==> src/rtl/booth_pkg.sv <==
package booth_pkg;

    typedef enum logic [2:0] {
        DIG_ZERO = 3'd0,
        DIG_POS1 = 3'd1,
        DIG_POS2 = 3'd2,
        DIG_NEG1 = 3'd3,
        DIG_NEG2 = 3'd4
    } digit_e;

    // Booth window {upper, lower, right neighbour} -> signed digit
    function automatic digit_e recode_window(input logic [2:0] win);
        digit_e d;
        case (win)
            3'b001, 3'b010: d = DIG_POS1;
            3'b011:         d = DIG_POS2;
            3'b100:         d = DIG_NEG2;
            3'b101, 3'b110: d = DIG_NEG1;
            default:        d = DIG_ZERO;
        endcase
        return d;
    endfunction

    typedef struct packed {
        logic neg;   // subtract the multiple
        logic dbl;   // use twice the multiplicand
        logic nz;    // multiple is non-zero
    } mult_sel_t;

    function automatic mult_sel_t digit_to_sel(input digit_e d);
        mult_sel_t s;
        s.neg = (d == DIG_NEG1) || (d == DIG_NEG2);
        s.dbl = (d == DIG_POS2) || (d == DIG_NEG2);
        s.nz  = (d != DIG_ZERO);
        return s;
    endfunction

endpackage

==> src/rtl/booth_recoder.sv <==
module booth_recoder
    import booth_pkg::*;
(
    input  logic [1:0] pair,
    input  logic       right_bit,
    output mult_sel_t  sel
);
    digit_e digit;

    always_comb begin
        digit = recode_window({pair, right_bit});
        sel   = digit_to_sel(digit);
    end
endmodule

==> src/rtl/booth_step.sv <==
module booth_step
    import booth_pkg::*;
#(
    parameter int W = 32
) (
    input  logic [W+1:0] part_in,
    input  logic [W-1:0] mcand,
    input  mult_sel_t    sel,
    output logic [W+1:0] part_out
);
    localparam int HW = W + 2;

    logic [HW-1:0] ext;
    logic [HW-1:0] mult;
    logic [HW-1:0] addend;

    always_comb begin
        ext = {{2{mcand[W-1]}}, mcand};
        if (!sel.nz)
            mult = '0;
        else if (sel.dbl)
            mult = {ext[HW-2:0], 1'b0};
        else
            mult = ext;
        addend   = sel.neg ? ~mult : mult;
        part_out = part_in + addend + HW'(sel.neg);
    end
endmodule

==> src/rtl/booth_seq.sv <==
module booth_seq #(
    parameter int STEPS = 16
) (
    input  logic clk,
    input  logic rst,
    input  logic start,
    output logic load,
    output logic step,
    output logic busy,
    output logic done
);
    localparam int CW = (STEPS > 1) ? $clog2(STEPS) : 1;
    localparam logic [CW-1:0] LAST = CW'(STEPS - 1);

    logic [CW-1:0] cnt;

    assign load = start && !busy;
    assign step = busy;

    always_ff @(posedge clk) begin
        if (rst) begin
            cnt  <= '0;
            busy <= 1'b0;
            done <= 1'b0;
        end else begin
            done <= 1'b0;
            if (load) begin
                cnt  <= '0;
                busy <= 1'b1;
            end else if (busy) begin
                if (cnt == LAST) begin
                    busy <= 1'b0;
                    done <= 1'b1;
                end else begin
                    cnt <= cnt + 1'b1;
                end
            end
        end
    end

    assert_accept_R2: assert property (@(posedge clk) disable iff (rst)
        (start && !busy) |=> busy);
    assert_done_idle_R3: assert property (@(posedge clk) disable iff (rst)
        done |-> !busy);
    assert_done_pulse_R3: assert property (@(posedge clk) disable iff (rst)
        done |=> !done);
endmodule

==> src/rtl/booth_radix4_mul.sv <==
module booth_radix4_mul
    import booth_pkg::*;
#(
    parameter int W = 32
) (
    input  logic           clk,
    input  logic           rst,
    input  logic           start,
    input  logic [W-1:0]   mcand,
    input  logic [W-1:0]   mplier,
    output logic           busy,
    output logic           done,
    output logic [2*W-1:0] product
);
    localparam int HW    = W + 2;
    localparam int STEPS = W / 2;

    logic          load, step;
    logic [HW-1:0] hi, hi_sum;
    logic [W-1:0]  lo, mc_q;
    logic          prev;
    mult_sel_t     sel;

    booth_seq #(.STEPS(STEPS)) seq_i (
        .clk(clk), .rst(rst), .start(start),
        .load(load), .step(step), .busy(busy), .done(done)
    );

    booth_recoder rec_i (
        .pair(lo[1:0]), .right_bit(prev), .sel(sel)
    );

    booth_step #(.W(W)) add_i (
        .part_in(hi), .mcand(mc_q), .sel(sel), .part_out(hi_sum)
    );

    always_ff @(posedge clk) begin
        if (rst) begin
            hi   <= '0;
            lo   <= '0;
            prev <= 1'b0;
            mc_q <= '0;
        end else if (load) begin
            hi   <= '0;
            lo   <= mplier;
            prev <= 1'b0;
            mc_q <= mcand;
        end else if (step) begin
            hi   <= {{2{hi_sum[HW-1]}}, hi_sum[HW-1:2]};
            lo   <= {hi_sum[1:0], lo[W-1:2]};
            prev <= lo[1];
        end
    end

    assign product = {hi[W-1:0], lo};

    assert_hold_R7: assert property (@(posedge clk) disable iff (rst)
        (!busy && !start) |=> $stable(product));
    assert_ignore_R6: assert property (@(posedge clk) disable iff (rst)
        (busy && start) |=> $stable(mc_q));
endmodule

==> config.mk <==
export PLATFORM = sky130hd
export DESIGN_NAME = booth_radix4_mul
export DESIGN_NICKNAME = d
export VERILOG_FILES = /design/src/rtl/booth_pkg.sv /design/src/rtl/booth_recoder.sv /design/src/rtl/booth_step.sv /design/src/rtl/booth_seq.sv /design/src/rtl/booth_radix4_mul.sv
export SDC_FILE = /design/constraint.sdc
export NUM_CORES = 1
export LEC_CHECK = 0
export BUFFER_PORTS_ARGS = -buffer_cell sky130_fd_sc_hd__buf_4
export CAP_MARGIN = 40
export CORE_UTILIZATION = 41
export DETAILED_ROUTE_END_ITERATION = 10
export GPL_TIMING_DRIVEN = 0
export PLACE_DENSITY_LB_ADDON = 0.25
export SLEW_MARGIN = 20
export SYNTH_ARGS = -nofsm -noshare
export SYNTH_HDL_FRONTEND = slang
export SYNTH_SLANG_ARGS = --single-unit
==> constraint.sdc <==
create_clock -name clk -period 10.5 [get_ports clk]
set_input_delay 2.1 -clock clk [delete_from_list [all_inputs] [get_ports clk]]
set_output_delay 2.1 -clock clk [all_outputs]
set_load 0.005 [all_outputs]
==> results by group <==
Placement
  • Port Buffers: 130
  • DP Area: 7760 um^2
  • Final Wtd Congestion: between 0.9 and 1
  • Post-DP HPWL: 15000 um

Power and ir drop
  • Clock power share: 34.7%
  • Sw Ratio: 32.5%
  • Static leakage: between 3 and 4 nW
  • Pwr dens: 124 nW/um^2
  • Reg power frac: 43.4%
  • Cell Int Power: a little under 0.7 mW
  • Switch Pwr: 0.324 mW
  • Max rail drop VDD: around 0.084 mV
  • Combinational share of power: 21.9%
  • Overall power: 0.996 mW

Critical path
  • Crit Path Category: reg2reg
  • Worst path depth: 15
  • Reg2reg start: lo[1]
  • Worst Path Arrival: 4440 ps
  • Reg2reg path depth: 15
  • Worst EP required: 10760 ps
  • Buffers plus inverters on the worst setup path: 3
  • Critical path cell sequence: buf_2 -> buf_1 -> xor2_1 -> a22oi_1 -> o21ai_0 -> ha_1 -> buf_2 -> nand3_1 -> nor2_1 -> nand2_1 -> a2111oi_4 -> o21ai_2 -> a31oi_1 -> or4b_1 -> o311ai_1
  • R2r setup slk: 6330 ps
  • Most frequent cell on the critical path: buf_2
  • Crit path launch: lo[1]
  • CP endpoint kind: flop
  • Highest-delay cell along the critical path: buf_1
  • CP startpoint kind: flop
  • CP endpoint: hi[27]
  • Kind of cell adding the most delay to the critical path: compound AO/OA/AOI/OAI gates
  • Worst R2R End: hi[27]
  • Critical Path Fanout Max: 10
  • Max stage delay on crit path: 620 ps

Yosys
  • Syn_nets: 937
  • Top cells by area, synth: dfxtp_1, a21oi_1, ha_1, nor2_1, mux2i_1
  • Post-synth top area share: 31.7%
  • FFs w/ async S/R, synth: 0%
  • Dominant cell type by area after synthesis: dfxtp_1
  • Post-Syn Area: around 6500 um^2
  • Post-synth EDFFs: 0
  • Post-Syn Instances: 836
  • Ys flop type: dfxtp_1
  • FF+latch count, synth: 103
  • Yosys warning total: 0
  • Cell variety after synth: 70
  • Post-synthesis average cell area: about 7.8 um^2
  • Sequential area share after synthesis: 31.7%

Layout
  • Most frequent cells in the layout: buf_4, nor2_1, dfxtp_1, nand2_1, a21oi_1
  • FILL cells: between 1500 and 2000
  • Most common cell after layout, fill and taps aside: buf_4
  • Final Instance Area: 8060 um^2
  • Area growth from synthesis to layout: 23.8%
  • Fin nets: 1079
  • ANT cells: 0
  • Share of layout cells above drive strength 1: around 17%

Global route
  • Initial antenna violation count: 0
  • GRT Total Usage: 24.4%
  • First-pass GRT wire length: 30900 um
  • Largest net degree at the start of global routing: 21
  • GRT overflow: 0
  • Vias in the first global route: 6038

Timing
  • Skew final: 7.77 ps
  • RSZ-0062 raised after global routing: false
  • Min cycle time layout: 4170 ps
  • Maximum clock rate: 0.240 GHz
  • Hold_ws: 486 ps
  • Final TNS setup: 0 ps
  • Final setup viols: 0
  • Worst slew margin: 47.6%
  • Final Hold Vio Count: 0
  • Fin. max-slew vios: 0
  • Final Cycle Share: between 30% and 40%
  • Worst Tran Pin Value: about 790 ps

Job
  • Maximum capacitance violations: 0

Die
  • Core Rows: 45
  • Initial core utilization: 42.4%
  • Core area: 15400 um^2
  • Io pins: 133
  • DIE WIDTH: 128 um
  • Die Height: 128 um
  • Full die area: 16400 um^2

Route
  • DRT antenna net count: 0
  • Number of remaining DRC errors: 0
  • Final WL: 20000 um
  • Vias/cell: 5.51
  • First DRT Iteration DRCs: roughly 470
  • Via count: 6575
  • Number of iterations in the first detailed-routing pass: 5
  • WL/cell: 16.8 um

Clock network
  • H-Tree Level Count: 3
  • Clk sinks: 103
  • Clock tree buffer depth: 2
  • CTS tree: yes
  • Post-cts gate resize count: 0
  • Root Driver: clkbuf_16
  • CTS Hold Bufs: 0
  • Reg clk slew, reported paths: around 80 ps
  • Postcts setup bufs: 0
  • Clk_lat worst skew: roughly 360 ps
  • TritonCTS Buffers: 9

Min path
  • Hold WC Path Type: reg2reg

Outcome
  • Outcome: completed
[cells by family after synthesis]
group	share of synthesized area, %
and+or+nand+nor	19.8
AOI/OAI and AO/OA	25.0
DFF	31.7
buffers and inverters	4.15
xor gates and xnor gates	6.73
muxes	6.00
adders and majority gates	6.65
[layout make-up]
cell class	instances	area [um^2]	share of cell area, %
multi-input cells	666	4180	51.8
well taps	211	264	3.27
plain buffers	57	233	2.89
clock inverters	7	73.8	0.916
clock buffers	9	225	2.79
inverters	10	37.5	0.466
repair buffers	131	987	12.2
flip-flops and latches	103	2060	25.6
[worst min-delay path by stage]
| stage | depth (start not counted) | endpoint | from | slack, ps |
|---|---|---|---|---|
| floorplan | 2 | seq_i.done | seq_i.cnt[3] | 450 |
| finish | 2 | hi[9] | hi[9] | 490 |
| global route | 2 | hi[9] | hi[9] | 520 |
| CTS | 2 | hi[9] | hi[9] | 500 |
| global placement | 2 | mc_q[18] | mc_q[18] | 480 |
| detailed placement | 2 | hi[9] | hi[9] | 480 |
[per-layer routing]
| metal | up-vias | part of all wire (%) | track usage [%] |
|---|---|---|---|
| met1 | 3040 | 45 | 32.0 |
| met4 | 0 | 1.7 | 7.40 |
| met3 | 28 | 6.4 | 4.22 |
| met2 | 230 | 47 | 40.9 |
| met5 | - | 0 | 0 |
| li1 | 3277 | - | - |
[flip-flops by register name, indices dropped and copies added (netlist names)]
| name | cells |
|---|---|
| hi | 32 |
| lo | 32 |
| seq_i.cnt | 4 |
| seq_i.busy | 1 |
| mc_q | 32 |
| prev | 1 |
| seq_i.done | 1 |
[through the flow]
| stage | std cells | setup slack (ps) | utilization [%] |
|---|---|---|---|
| 4_1_cts | 1194 | 6370 | 52.4 |
| 6_report | 1194 | 6330 | 52.4 |
| 3_3_place_gp | 1177 | 5980 | 50.4 |
| 3_5_place_dp | 1178 | 6000 | 50.5 |
| 5_1_grt | 1194 | 6010 | 52.4 |
| 2_1_floorplan | 836 | 6950 | - |
[synth_stat cells (8+ instances only)]
cell type	instances
a22oi_1	29
o21ai_0	50
xnor2_1	15
a21oi_1	98
ha_1	33
a21o_1	14
nor2_1	107
dfxtp_1	103
nand2_1	100
nand3_1	21
clkbuf_1	48
a211oi_1	8
xor2_1	35
mux2i_1	39
and3_1	8
nor3_1	11
inv_1	8
[worst register-to-register path: cells and delay by family, from the launching register on]
family | cells | cell delay [ps]
buffers and inverters | 3 | 1060
AND/OR/NAND/NOR | 4 | 920
adder cells (fa/ha/maj) | 1 | 320
AO/OA/AOI/OAI | 6 | 1290
XOR/XNOR | 1 | 140
flip-flops | 1 | 340
[power by group through the flow]
| stage | registers, mW | logic (mW) | clock network, mW |
|---|---|---|---|
| after floorplan | 0.437 | 0.134 | 0 |
| after global placement | 0.441 | 0.213 | 0 |
| after detailed placement | 0.442 | 0.216 | 0 |
| after CTS | 0.433 | 0.217 | 0.352 |
| after global routing | 0.436 | 0.240 | 0.365 |
| final | 0.433 | 0.218 | 0.345 |
Note: power is estimated with default switching activity, not from simulation.
